`src/rtl/rx_lane_pkg.sv`:
```
package rx_lane_pkg;
  typedef enum logic [2:0] {
    ST_IDLE,
    ST_START,
    ST_DATA,
    ST_PAR,
    ST_STOP
  } rx_state_e;

  typedef struct packed {
    logic brk;
    logic ferr;
    logic perr;
  } rx_tag_t;
endpackage

```
`src/rtl/rx_sync.sv`:
```
module rx_sync #(
  parameter int STAGES = 2
) (
  input  logic clk_i,
  input  logic rst_ni,
  input  logic d_i,
  output logic q_o
);
  logic [STAGES-1:0] sr;

  always_ff @(posedge clk_i or negedge rst_ni) begin
    if (!rst_ni) sr <= '1;
    else         sr <= {sr[STAGES-2:0], d_i};
  end

  assign q_o = sr[STAGES-1];
endmodule

```
`src/rtl/rx_sampler.sv`:
```
module rx_sampler
  import rx_lane_pkg::*;
#(
  parameter int DATA_W = 8,
  parameter int OVS    = 16
) (
  input  logic              clk_i,
  input  logic              rst_ni,
  input  logic              tick_i,
  input  logic              line_i,
  input  logic              par_en_i,
  input  logic              par_odd_i,
  output logic              valid_o,
  output logic [DATA_W-1:0] data_o,
  output rx_tag_t           tag_o
);
  localparam int CNT_W = $clog2(OVS);
  localparam int BIT_W = (DATA_W > 1) ? $clog2(DATA_W) : 1;
  localparam logic [CNT_W-1:0] HALF_M1 = CNT_W'(OVS / 2 - 1);
  localparam logic [CNT_W-1:0] FULL_M1 = CNT_W'(OVS - 1);
  localparam logic [BIT_W-1:0] LAST_BIT = BIT_W'(DATA_W - 1);

  rx_state_e         state;
  logic [CNT_W-1:0]  cnt;
  logic [BIT_W-1:0]  bit_idx;
  logic [DATA_W-1:0] shreg;
  logic              line_q;
  logic              par_bad;
  logic              all_low;

  always_ff @(posedge clk_i or negedge rst_ni) begin
    if (!rst_ni) begin
      state   <= ST_IDLE;
      cnt     <= '0;
      bit_idx <= '0;
      shreg   <= '0;
      line_q  <= 1'b1;
      par_bad <= 1'b0;
      all_low <= 1'b0;
      valid_o <= 1'b0;
      data_o  <= '0;
      tag_o   <= '0;
    end else begin
      valid_o <= 1'b0;
      if (tick_i) begin
        line_q <= line_i;
        unique case (state)
          ST_IDLE: begin
            if (line_q && !line_i) begin
              state <= ST_START;
              cnt   <= '0;
            end
          end
          ST_START: begin
            if (cnt == HALF_M1) begin
              cnt <= '0;
              if (!line_i) begin
                // start bit confirmed at its centre
                state   <= ST_DATA;
                bit_idx <= '0;
                par_bad <= 1'b0;
                all_low <= 1'b1;
              end else begin
                state <= ST_IDLE;
              end
            end else begin
              cnt <= cnt + 1'b1;
            end
          end
          ST_DATA: begin
            if (cnt == FULL_M1) begin
              cnt     <= '0;
              shreg   <= {line_i, shreg[DATA_W-1:1]};
              all_low <= all_low & ~line_i;
              if (bit_idx == LAST_BIT) state <= par_en_i ? ST_PAR : ST_STOP;
              else                     bit_idx <= bit_idx + 1'b1;
            end else begin
              cnt <= cnt + 1'b1;
            end
          end
          ST_PAR: begin
            if (cnt == FULL_M1) begin
              cnt     <= '0;
              par_bad <= line_i ^ (^shreg) ^ par_odd_i;
              all_low <= all_low & ~line_i;
              state   <= ST_STOP;
            end else begin
              cnt <= cnt + 1'b1;
            end
          end
          ST_STOP: begin
            if (cnt == FULL_M1) begin
              cnt        <= '0;
              valid_o    <= 1'b1;
              data_o     <= shreg;
              tag_o.perr <= par_bad;
              tag_o.ferr <= ~line_i;
              tag_o.brk  <= all_low & ~line_i;
              state      <= ST_IDLE;
            end else begin
              cnt <= cnt + 1'b1;
            end
          end
          default: state <= ST_IDLE;
        endcase
      end
    end
  end
endmodule

```
`src/rtl/rx_fifo.sv`:
```
module rx_fifo
  import rx_lane_pkg::*;
#(
  parameter int DATA_W = 8,
  parameter int DEPTH  = 16
) (
  input  logic              clk_i,
  input  logic              rst_ni,
  input  logic              push_i,
  input  logic [DATA_W-1:0] push_data_i,
  input  rx_tag_t           push_tag_i,
  input  logic              pop_i,
  output logic [DATA_W-1:0] head_data_o,
  output rx_tag_t           head_tag_o,
  output logic              empty_o,
  output logic              full_o
);
  localparam int PTR_W = $clog2(DEPTH);
  localparam logic [PTR_W-1:0] LAST = PTR_W'(DEPTH - 1);
  localparam logic [PTR_W:0]   FULL_CNT = (PTR_W+1)'(DEPTH);

  logic [DATA_W-1:0] data_mem [DEPTH];
  rx_tag_t           tag_mem  [DEPTH];
  logic [PTR_W-1:0]  wr_ptr, rd_ptr;
  logic [PTR_W:0]    count;

  assign empty_o = (count == '0);
  assign full_o  = (count == FULL_CNT);

  always_ff @(posedge clk_i) begin
    if (push_i) begin
      data_mem[wr_ptr] <= push_data_i;
      tag_mem[wr_ptr]  <= push_tag_i;
    end
  end

  always_ff @(posedge clk_i or negedge rst_ni) begin
    if (!rst_ni) begin
      wr_ptr <= '0;
      rd_ptr <= '0;
      count  <= '0;
    end else begin
      if (push_i) wr_ptr <= (wr_ptr == LAST) ? '0 : wr_ptr + 1'b1;
      if (pop_i)  rd_ptr <= (rd_ptr == LAST) ? '0 : rd_ptr + 1'b1;
      case ({push_i, pop_i})
        2'b10:   count <= count + 1'b1;
        2'b01:   count <= count - 1'b1;
        default: count <= count;
      endcase
    end
  end

  assign head_data_o = data_mem[rd_ptr];
  assign head_tag_o  = tag_mem[rd_ptr];
endmodule

```
`src/rtl/rx_lane.sv`:
```
module rx_lane
  import rx_lane_pkg::*;
#(
  parameter int DATA_W      = 8,
  parameter int OVS         = 16,
  parameter int DEPTH       = 16,
  parameter int SYNC_STAGES = 2
) (
  input  logic              clk_i,
  input  logic              rst_ni,
  input  logic              tick16_i,
  input  logic              rxd_i,
  input  logic              parity_en_i,
  input  logic              parity_odd_i,
  input  logic              irq_en_i,
  input  logic              rd_i,
  output logic [DATA_W-1:0] rhr_o,
  output logic              data_ready_o,
  output logic              parity_err_o,
  output logic              frame_err_o,
  output logic              break_o,
  output logic              overrun_o,
  output logic              rx_irq_o
);
  logic              line_s;
  logic              byte_vld;
  logic [DATA_W-1:0] byte_data;
  rx_tag_t           byte_tag;
  logic [DATA_W-1:0] head_data;
  rx_tag_t           head_tag;
  logic              empty, full, push, pop;

  rx_sync #(.STAGES(SYNC_STAGES)) i_sync (
    .clk_i (clk_i),
    .rst_ni(rst_ni),
    .d_i   (rxd_i),
    .q_o   (line_s)
  );

  rx_sampler #(.DATA_W(DATA_W), .OVS(OVS)) i_sampler (
    .clk_i    (clk_i),
    .rst_ni   (rst_ni),
    .tick_i   (tick16_i),
    .line_i   (line_s),
    .par_en_i (parity_en_i),
    .par_odd_i(parity_odd_i),
    .valid_o  (byte_vld),
    .data_o   (byte_data),
    .tag_o    (byte_tag)
  );

  assign push = byte_vld & ~full;
  assign pop  = rd_i & ~empty;

  rx_fifo #(.DATA_W(DATA_W), .DEPTH(DEPTH)) i_fifo (
    .clk_i      (clk_i),
    .rst_ni     (rst_ni),
    .push_i     (push),
    .push_data_i(byte_data),
    .push_tag_i (byte_tag),
    .pop_i      (pop),
    .head_data_o(head_data),
    .head_tag_o (head_tag),
    .empty_o    (empty),
    .full_o     (full)
  );

  always_ff @(posedge clk_i or negedge rst_ni) begin
    if (!rst_ni)                overrun_o <= 1'b0;
    else if (byte_vld && full)  overrun_o <= 1'b1;
    else if (rd_i)              overrun_o <= 1'b0;
  end

  assign data_ready_o = ~empty;
  assign rhr_o        = empty ? '0 : head_data;
  assign parity_err_o = ~empty & head_tag.perr;
  assign frame_err_o  = ~empty & head_tag.ferr;
  assign break_o      = ~empty & head_tag.brk;
  assign rx_irq_o     = irq_en_i & ~empty;
endmodule

```
`config.mk`:
```
export PLATFORM = sky130hd
export DESIGN_NAME = rx_lane
export DESIGN_NICKNAME = d
export VERILOG_FILES = /design/src/rtl/rx_lane_pkg.sv /design/src/rtl/rx_sync.sv /design/src/rtl/rx_sampler.sv /design/src/rtl/rx_fifo.sv /design/src/rtl/rx_lane.sv
export SDC_FILE = /design/constraint.sdc
export NUM_CORES = 1
export LEC_CHECK = 0
export ABC_AREA = 1
export BUFFER_PORTS_ARGS = -buffer_cell sky130_fd_sc_hd__buf_2
export CAP_MARGIN = 20
export CORE_ASPECT_RATIO = 1.2
export CORE_MARGIN = 8
export CORE_UTILIZATION = 33
export CTS_CLUSTER_DIAMETER = 60
export DETAILED_ROUTE_END_ITERATION = 7
export GPL_ROUTABILITY_DRIVEN = 0
export GPL_TIMING_DRIVEN = 0
export SLEW_MARGIN = 20
export SYNTH_ARGS = -nofsm -noshare
export SYNTH_HDL_FRONTEND = slang
export SYNTH_SLANG_ARGS = --single-unit
export TNS_END_PERCENT = 5
```
`constraint.sdc`:
```
create_clock -name clk_i -period 2.7 [get_ports clk_i]
set_input_delay 0.27 -clock clk_i [delete_from_list [all_inputs] [get_ports clk_i]]
set_output_delay 0.27 -clock clk_i [all_outputs]
set_load 0.02 [all_outputs]
```
==> reports/summary.txt, run 1 <==
Post CTS Setup Buffer Count = 0
Fin Setup TNS = 0 ns
Core Box Area = 0.0288 mm^2
IO Pins = 22
Hold Vio Cnt, Final = 0
initial antenna violation count = 0
crit path DAT = 2.34 ns
n_diodes = 0
maximum VDD drop = 797 uV
Slew HR = 0.303
sequential share of the synthesized area = 0.672
Pre-antenna DRT Iters = 5
total CTS buffers = 25
Setup violations, final = 0
fin nets = 985
clock buffer depth = 3
Final HPWL DP = 15.2 mm
syn nets = 933
worst slew pin tran = 1.04 ns
CP peak stage delay = 0.39 ns
site row count = 68
Die H = 204 um
Final Worst Setup Slack = 0.0888 ns
DIE AREA = 0.0352 mm^2
Critical Path RT = 2.43 ns
largest net degree at the start of global routing = 50
Layout area overhead = 15.1%
Total Wirelength = 22.9 mm
FMAX = 383 MHz
CTS Sinks = 225
netlist area before placement = 0.00970 mm^2
Worst-path clk slew = 0.06 ns
ratio of cells with drive above 1 in the final layout = 0.115
latest clock arrival within the worst-skew pair = 0.53 ns
final max-slew violation count = 0
Initial Util = 0.336
Critical Path, Cell by Cell = buf_4, inv_4, buf_4, nor2_1, o22ai_1, nand2_1, nand2_1, nand2_1, nor2_1, buf_2
Max Cap Violations = 0
drc violations = 0
vias in the first global route = 6423
Synth cell types = 36
Die Wd = 173 um
Setup crit end kind = output port
fin crit period = 2.61 ns
Buffers & Inverters on Critical Path = 4
PortBufs = 21
Synth Flop Type = edfxtp_1
initial DRC count = 548
Avg Cell Area, Syn = 10.6 um^2
Setup WS pre-CTS = 0.159 ns
Final period util = 0.967
fillers = 2772
Root Buffer = clkbuf_16
Post-Syn Instances = 913
Via density = 4.76
Clock Skews = 0.0203 ns
CP max stage cell = dfrtp_1
flops & latches, synth = 225
Lkg Pwr = 4.22 nW
outcome = finished, final reports clean
CP Launch Type = flip-flop
GR Overflow Total = 0
final instance area = 0.0112 mm^2
most used cell, CP = nand2_1
hold slack = 0.102 ns
Crit Path Class = flip-flop to output port
DR vias = 6520
hold crit path type = input pin to flip-flop
area post-placement = 0.0103 mm^2
Power Density = 987 mW/mm^2
Post-synth EDFFs = 176
TritonCTS clock tree = built
YS warnings = 0
post-DR wirelength/cell = 16.7 um
RSZ-0062 raised after global routing = yes
first-pass GRT wire length = 35.1 mm
CP delay by family, top = buffers and inverters
H-tree depth = 1
Detail Route Antenna Nets = 0
CP Max Fanout = 10
GR Util All Layers = 0.127
FFs w/ async S/R, synth = 0.218
## per-layer routing
metal | part of all wire | GRT usage | up-vias | routed length [um]
met5 | 0 | 0 | - | 0
met4 | 0.032 | 0.0457 | 0 | 731
met3 | 0.050 | 0.0235 | 43 | 1140
met2 | 0.50 | 0.228 | 159 | 11500
met1 | 0.42 | 0.150 | 3105 | 9520
li1 | - | - | 3213 | -
## worst register-to-register path: stages, from the launching register on
cell and delay [ns]:
dfrtp_1 0.42, nor2_1 0.19, nand3_2 0.18, nand2_1 0.19, inv_1 0.20, ha_1 0.34, xor2_1 0.18, ha_1 0.21
inv_1 0.04, nand2_1 0.07, nand3_1 0.11, nand2_1 0.06, nand2_1 0.05, nand2_1 0.05, nand2_1 0.05, nand2_1 0.04
## path summary, 6_finish.rpt
path,startpoint,to,slack [ns],depth (start not counted)
max,i_fifo.rd_ptr[0]$_DFFE_PN0P_,rhr_o[1],0.09,10
min,parity_en_i,i_sampler.state[2]$_DFFE_PN0P_,0.10,4
max reg2reg,i_fifo.count[1]$_DFFE_PN0P_,i_fifo.count[4]$_DFFE_PN0P_,0.21,15
min reg2reg,i_sync.sr[0]$_DFF_PN1_,i_sync.sr[1]$_DFF_PN1_,0.36,0
max in group asynchronous,rst_ni,i_fifo.wr_ptr[0]$_DFFE_PN0P_,1.93,2
min in group asynchronous,rst_ni,i_sampler.cnt[1]$_DFFE_PN0P_,0.32,2
## flip-flops by register name, summed over array words and instances, names as in the netlist, 2 cells and up
signal,cells
i_fifo.count,5
i_fifo.data_mem,128
i_fifo.rd_ptr,4
i_fifo.tag_mem,48
i_fifo.wr_ptr,4
i_sampler.bit_idx,3
i_sampler.cnt,4
i_sampler.data_o,8
i_sampler.shreg,8
i_sampler.state,3
i_sampler.tag_o,3
i_sync.sr,2
## what timing repair did
item,CTS,global route
setup endpoints to repair,10,12
resized for setup,10,12
endpoints found under the hold margin,49,0
hold buffers,4,0
pin swaps,1,0
cloned,0,0
## area by class of cell
cell class / instances / area, um^2 / share of cell area
multi-input cells: 604 / 2840 / 0.255
well taps: 385 / 482 / 0.0431
flip-flops and latches: 225 / 6520 / 0.583
repair buffers: 25 / 148 / 0.0132
clock buffers: 33 / 656 / 0.0587
clock inverters: 13 / 139 / 0.0124
inverters: 47 / 179 / 0.0160
plain buffers: 37 / 205 / 0.0184
## cells by family (layout without fill, tap and decap cells)
family	count (synthesis)	in the layout	share of synthesized area
and+or+nand+nor	422	422	0.176
adders and majority gates	12	12	0.0155
xor gates and xnor gates	12	12	0.0108
buffers and inverters	84	155	0.0364
DFF	225	225	0.672
AOI/OAI and AO/OA	158	158	0.0897
## cells in the final DEF (no fill, tap or decap), types with 2 or more instances in the layout
master         instances
clkbuf_16             25
ha_1                  12
o21ai_0               51
clkbuf_2               7
clkinvlp_4             2
nor3_1                 2
clkbuf_1              15
bufinv_16              2
nand4_1                3
dfstp_2                3
a21boi_0              12
a21oi_1               60
edfxtp_1             176
inv_2                  4
xor2_1                 7
dlygate4sd3_1          4
o21ai_1               14
dfrtp_1               46
clkinv_1               3
o22ai_1               10
nand2_1              301
inv_1                 42
clkinv_2               3
clkinv_4               2
nand2_2                5
o21ai_2                7
buf_1                  3
nor2_1                74
clkbuf_4               2
buf_4                  6
nand3_1               29
nand3_2                2
xnor2_1                5
buf_2                 31
## power by group
part,internal (mW),switching (mW),leakage [nW]
clock network,1.92,1.34,0.381
registers,3.82,0.141,2.02
logic,1.17,2.63,1.83
total,6.91,4.11,4.22
## Yosys cell counts, types with 12 or more instances
cell / number / area share
ha_1: 12 / 0.015
o21ai_0: 53 / 0.027
a21boi_0: 12 / 0.0093
edfxtp_1: 176 / 0.54
nand3_1: 30 / 0.015
nand2_1: 301 / 0.12
a21oi_1: 60 / 0.031
dfrtp_1: 46 / 0.12
buf_2: 16 / 0.0083
clkbuf_1: 12 / 0.0046
nor2_1: 74 / 0.029
inv_1: 43 / 0.017
o21ai_1: 12 / 0.0062
## stage by stage
step	power, mW	cells	utilization
after floorplan	6.53	913	-
after global placement	7.71	1319	0.357
after detailed placement	7.77	1319	0.357
after CTS	11.1	1369	0.387
after global routing	11.7	1369	0.387
final	11.0	1369	0.387
(Power assumes the default switching activity.)
==> inputs of run 2 (changes only) <==
--- a/config.mk
+++ b/config.mk
@@ -11,10 +11,12 @@
 export CORE_ASPECT_RATIO = 1.2
 export CORE_MARGIN = 8
 export CORE_UTILIZATION = 33
-export CTS_CLUSTER_DIAMETER = 60
+export CTS_CLUSTER_DIAMETER = 50
 export DETAILED_ROUTE_END_ITERATION = 7
 export GPL_ROUTABILITY_DRIVEN = 0
 export GPL_TIMING_DRIVEN = 0
+export PLACE_DENSITY = 0.44
+export SETUP_SLACK_MARGIN = 0.3
 export SLEW_MARGIN = 20
 export SYNTH_ARGS = -nofsm -noshare
 export SYNTH_HDL_FRONTEND = slang
==> run 2 against run 1 <==
  * Maximum frequency is 3.3% higher
  * Non-clock buffer count is 20 higher
  * Combinational power is 39% higher
  * Sequential power hardly changed
  * Sequential share of layout area is 4.6 points lower
  * Routed wire length is 17% higher
  * Flip-flop and latch count stayed put
  * Clock skew is 0.0079 ns lower
  * Register-to-register slack hardly changed
  * First-iteration DRC count is 32% lower
  * Critical path type unchanged
  * Largest power group is now combinational cells
  * Highest routed layer unchanged
==> reports/summary.txt, run 2 (same netlist as run 1, synthesis figures left out) <==
placed cell count = 1319 (unchanged)
Layout area overhead = 25.1%
initial DRC count = 370 (-32%)
PortBufs = 21 (unchanged)
Pre-antenna DRT Iters = 5 (unchanged)
first-pass GRT wire length = 40.0 mm (+14%)
DR vias = 6638 (+1.8%)
Fin Setup TNS = 0 ns (unchanged)
Core Util, Final = 0.421 (+0.0336)
Final HPWL DP = 16.9 mm (+11%)
Detail Route Antenna Nets = 0 (unchanged)
latest clock arrival within the worst-skew pair = 0.55 ns (+0.02 ns)
Setup violations, final = 0 (unchanged)
Setup crit end kind = output port
GR Util All Layers = 0.148 (+0.0211)
Power Total = 13.1 mW (+19%)
RSZ-0062 raised after global routing = yes
total CTS buffers = 30 (+20%)
CP Max Fanout = 8 (-2)
post-route insts no fill = 1400 (+2.3%)
clock buffer depth = 3 (unchanged)
post-DR wirelength/cell = 19.1 um (+14%)
hold crit path type = input pin to flip-flop
CP Launch Type = flip-flop
crit path DAT = 2.26 ns (-0.08 ns)
ratio of cells with drive above 1 in the final layout = 0.214 (+0.0990)
Crit Path Class = flip-flop to output port
initial antenna violation count = 0 (unchanged)
Reg with most FFs = i_fifo.data_mem
commonest non-fill, non-tap cells in the layout = 280 x nand2_1, 176 x edfxtp_1, 61 x nor2_1
FMAX = 396 MHz (+3.3%)
fillers = 2750 (-0.79%)
fin nets = 1011 (+2.6%)
drc violations = 0 (unchanged)
hold slack = 0.0738 ns (-0.0277 ns)
max reg flops = 128 (unchanged)
Via density = 4.74 (-0.44%)
CTS Sinks = 225 (unchanged)
final max-slew violation count = 0 (unchanged)
DIE AREA = 0.0352 mm^2 (unchanged)
n_diodes = 0 (unchanged)
Die H = 204 um (unchanged)
Root Buffer = clkbuf_16
maximum VDD drop = 659 uV (-17%)
Critical Path RT = 2.43 ns (about the same)
Worst-path clk slew = 0.06 ns (about the same)
vias in the first global route = 6694 (+4.2%)
Max Cap Violations = 0 (unchanged)
largest net degree at the start of global routing = 50 (unchanged)
Clock Skews = 0.0124 ns (-0.00790 ns)
H-tree depth = 1 (unchanged)
worst slew pin tran = 1.07 ns (+0.0318 ns)
Top Registers = i_fifo.data_mem: 128 flops, i_fifo.tag_mem: 48 flops
Initial Util = 0.336 (unchanged)
Power Density = 1080 mW/mm^2 (+9.7%)
site row count = 68 (unchanged)
fin crit period = 2.53 ns (-0.0841 ns)
Die Wd = 173 um (unchanged)
commonest non-fill, non-tap cell in the layout = nand2_1
Slew HR = 0.281 (-0.0213)
Core Box Area = 0.0288 mm^2 (unchanged)
GR Overflow Total = 0 (unchanged)
Lkg Pwr = 4.62 nW (+9.4%)
outcome = finished, final reports clean
final instance area = 0.0121 mm^2 (+8.7%)
TritonCTS clock tree = built
Setup WS pre-CTS = 0.130 ns (-0.0292 ns)
Total Wirelength = 26.8 mm (+17%)
Hold Vio Cnt, Final = 0 (unchanged)
Final Worst Setup Slack = 0.173 ns (+0.0841 ns)
IO Pins = 22 (unchanged)
area post-placement = 0.0103 mm^2 (unchanged)
Final period util = 0.936 (-0.0312)
run 2: final cells by class:
cell class | instances | area, um^2 | share of cell area
buffer | 37 | 368 | 0.0303
clock buffer | 37 | 798 | 0.0658
clock inverter | 19 | 180 | 0.0148
inverter | 47 | 191 | 0.0158
multi-input combinational | 604 | 3110 | 0.256
sequential | 225 | 6520 | 0.537
tap | 385 | 482 | 0.0397
timing repair buffer | 45 | 473 | 0.0390
timing repair inverter | 1 | 16.3 | 0.00134
run 2: path summary, 6_finish.rpt:
check | startpoint | to | slack, ns | cells past startpoint
min in group asynchronous | rst_ni | i_sampler.cnt[1]$_DFFE_PN0P_ | 0.32 | 2
max | i_fifo.rd_ptr[0]$_DFFE_PN0P_ | parity_err_o | 0.17 | 10
min reg2reg | i_sync.sr[0]$_DFF_PN1_ | i_sync.sr[1]$_DFF_PN1_ | 0.36 | 0
max in group asynchronous | rst_ni | i_fifo.rd_ptr[1]$_DFFE_PN0P_ | 1.90 | 2
max reg2reg | i_fifo.count[2]$_DFFE_PN0P_ | i_fifo.data_mem[4][0]$_DFFE_PP_ | 0.21 | 8
min | parity_en_i | i_sampler.state[2]$_DFFE_PN0P_ | 0.07 | 4
run 2: metal layers:
| metal | up-vias | global-route usage | routed length (um) | part of all wire |
|---|---|---|---|---|
| li1 | 3271 | - | - | - |
| met1 | 3174 | 0.174 | 10900 | 0.41 |
| met2 | 139 | 0.271 | 13900 | 0.52 |
| met3 | 54 | 0.0235 | 1130 | 0.042 |
| met4 | 0 | 0.0513 | 880 | 0.033 |
| met5 | - | 0 | 0 | 0 |
run 2: what timing repair did:
action / CTS / global route
cloned: 4 / 4
resized for setup: 90 / 93
endpoints found under the setup margin: 149 / 135
endpoints found under the hold margin: 49 / 0
pin swaps: 10 / 21
buffers inserted: 1 / 11
hold buffers: 4 / 0
run 2: critical path: stages, from the launching register on:
cell       delay, ns
dfrtp_1         0.40
buf_6           0.16
inv_12          0.10
clkbuf_16       0.17
o21ai_0         0.08
o22ai_1         0.21
nand2_1         0.09
nand2_1         0.12
nand2_1         0.08
nor2_2          0.15
buf_6           0.14
run 2: where the power goes:
part           total [mW]  internal, mW  switching (mW)
Combinational        5.30          2.11            3.20
Sequential           3.98          3.83           0.150
Clock                3.87          2.31            1.56
Total                13.1          8.24            4.90
==> inputs of run 3 (changes only) <==
==> constraint.sdc (replaced) <==
create_clock -name clk_i -period 3 [get_ports clk_i]
set_input_delay 0.6 -clock clk_i [delete_from_list [all_inputs] [get_ports clk_i]]
set_output_delay 0.6 -clock clk_i [all_outputs]
set_load 0.02 [all_outputs]
==> run 3 against run 2 <==
  * First-iteration DRC count decreased by 17%
  * Design area decreased by 1.7%
  * Count of clock-buffer cells in the layout unchanged
  * Critical path type unchanged
  * Final cell count decreased by 0.86%
==> reports/summary.txt, run 3 (same netlist as run 1, synthesis figures left out) <==
outcome = finished, final reports clean
Total Wirelength = 26.3 mm (-1.8%)
Fin Setup TNS = 0 ns (unchanged)
total CTS buffers = 30 (unchanged)
CP peak stage delay = 0.39 ns (about the same)
Die H = 204 um (unchanged)
ratio of cells with drive above 1 in the final layout = 0.206 (-0.00741)
Worst-path clk slew = 0.06 ns (about the same)
PortBufs = 21 (unchanged)
Critical Path RT = 2.40 ns (-0.03 ns)
Setup WS pre-CTS = 0.256 ns (+0.126 ns)
IO Pins = 22 (unchanged)
initial antenna violation count = 0 (unchanged)
met3 WL = 885 um (-22%)
FMAX = 361 MHz
Clock Skews = 0.0150 ns (+0.00253 ns)
first-pass GRT wire length = 40.0 mm (-0.17%)
FF-to-FF Start = i_fifo.count[2]$_DFFE_PN0P_
Crit Path Class = flip-flop to output port
Setup crit end kind = output port
Final period util = 0.925
largest net degree at the start of global routing = 50 (unchanged)
Setup violations, final = 0 (unchanged)
Layout area overhead = 22.9%
met2 WL = 13.6 mm (-1.5%)
top sig layer = met4
CP Launch Type = flip-flop
Max Cap Violations = 0 (unchanged)
initial DRC count = 307 (-17%)
Root Buffer = clkbuf_16
Critical Path, Cell by Cell = buf_6, buf_8, buf_12, o21ai_0, o22ai_2, nand2_1, nand2_2, nand2_1, nor2_2, buf_6
post-DR wirelength/cell = 18.9 um (-0.96%)
Pre-antenna DRT Iters = 4 (-1)
fillers = 2770 (+0.73%)
Via density = 4.71 (-0.72%)
Final HPWL DP = 16.9 mm (unchanged)
hold crit path type = input pin to asynchronous set/reset pin
Reg with most FFs = i_fifo.data_mem
vias in the first global route = 6655 (-0.58%)
DR vias = 6534 (-1.6%)
Power Density = 974 mW/mm^2 (-10%)
GR Overflow Total = 0 (unchanged)
commonest non-fill, non-tap cell in the layout = nand2_1
CP Launch Point = i_fifo.rd_ptr[0]$_DFFE_PN0P_
Top Registers = i_fifo.data_mem: 128 flops, i_fifo.tag_mem: 48 flops
worst slew pin tran = 1.06 ns (-0.0111 ns)
final max-slew violation count = 0 (unchanged)
CP Max Fanout = 7 (-1)
Initial Util = 0.336 (unchanged)
CP max stage cell = dfrtp_1
register area = 0.00652 mm^2 (about the same)
max reg flops = 128 (unchanged)
fin crit period = 2.77 ns
Die Wd = 173 um (unchanged)
drc violations = 0 (unchanged)
Metal-1 WL = 10.9 mm (+0.35%)
H-tree depth = 1 (unchanged)
GR Util All Layers = 0.148 (about the same)
Hold Vio Cnt, Final = 0 (unchanged)
latest clock arrival within the worst-skew pair = 0.55 ns (about the same)
fin nets = 999 (-1.2%)
Slew HR = 0.289 (+0.00741)
maximum VDD drop = 558 uV (-15%)
site row count = 68 (unchanged)
commonest non-fill, non-tap cells in the layout = 285 x nand2_1, 176 x edfxtp_1, 61 x nor2_1
multi-input logic area = 0.00309 mm^2 (-0.76%)
crit path DAT = 2.17 ns (-0.09 ns)
Power Total = 11.6 mW (-12%)
Lkg Pwr = 4.53 nW (-1.9%)
clock buffer depth = 3 (unchanged)
n_diodes = 0 (unchanged)
Final Worst Setup Slack = 0.226 ns (+0.0533 ns)
CTS Sinks = 225 (unchanged)
RSZ-0062 raised after global routing = yes
Detail Route Antenna Nets = 0 (unchanged)
Core Box Area = 0.0288 mm^2 (unchanged)
DIE AREA = 0.0352 mm^2 (unchanged)
TritonCTS clock tree = built
==> run 3: cell types whose count changed in the layout (fill, tap and decap cells not counted), moves of 3 or more <==
cell           delta
o21ai_0           -8
o21ai_1           +6
buf_4             -5
nand2_1           +5
a21oi_2           +4
dlygate4sd3_1     -4
a21oi_1           -3
clkbuf_16         -3
nand2_2           -3
o21ai_2           +3
==> run 3: layout make-up <==
cell class | instances | share of cell area
Sequential cell | 225 | 0.546
Multi-Input combinational cell | 604 | 0.259
Clock inverter | 19 | 0.0151
Inverter | 47 | 0.0161
Timing Repair Buffer | 33 | 0.0265
Buffer | 37 | 0.0292
Timing Repair inverter | 1 | 0.000525
Clock buffer | 37 | 0.0669
Tap cell | 385 | 0.0404
==> run 3: critical path, delay by kind of cell, from the launching register on <==
kind | cells | cell delay, ns
simple gates | 4 | 0.42
buf+inv | 4 | 0.52
flops | 1 | 0.39
compound gates | 2 | 0.29
==> run 3: per-layer routing <==
layer | up-vias | track usage
met5 | - | 0
met4 | 0 | 0.0526
met3 | 46 | 0.0239
met2 | 109 | 0.271
met1 | 3135 | 0.173
li1 | 3244 | -
==> run 3: metrics by stage <==
step	hold slack (ns)	area [um^2]	utilization	instances
floorplan	0.304	9700	-	913
global placement	0.345	10300	0.357	1319
detailed placement	0.347	10300	0.357	1319
CTS	0.115	11700	0.406	1384
global route	0.126	11900	0.413	1388
finish	0.105	11900	0.413	1388
==> run 3: path summary, 6_finish.rpt <==
kind | cells past startpoint | to | slack (ns)
worst max-delay path | 10 | rhr_o[6] | 0.23
worst min-delay path | 1 | i_sampler.cnt[3]$_DFFE_PN0P_ | 0.10
worst max register to register | 15 | i_fifo.count[4]$_DFFE_PN0P_ | 0.50
worst min register to register | 0 | i_sync.sr[1]$_DFF_PN1_ | 0.36
max in group asynchronous | 1 | i_fifo.rd_ptr[1]$_DFFE_PN0P_ | 2.41
min in group clk_i | 1 | i_sync.sr[0]$_DFF_PN1_ | 0.15
==> run 3: report_power, final <==
group | internal (mW) | total (mW) | switching (mW)
Combinational | 1.74 | 4.57 | 2.82
Sequential | 3.44 | 3.57 | 0.132
Clock | 2.08 | 3.47 | 1.39
==> run 3: what timing repair did <==
item,CTS,global route
gates cloned,5,0
hold buffers,0,0
endpoints found under the setup margin,11,15
pin swaps,19,26
setup buffers,4,3
gates resized for setup,119,58
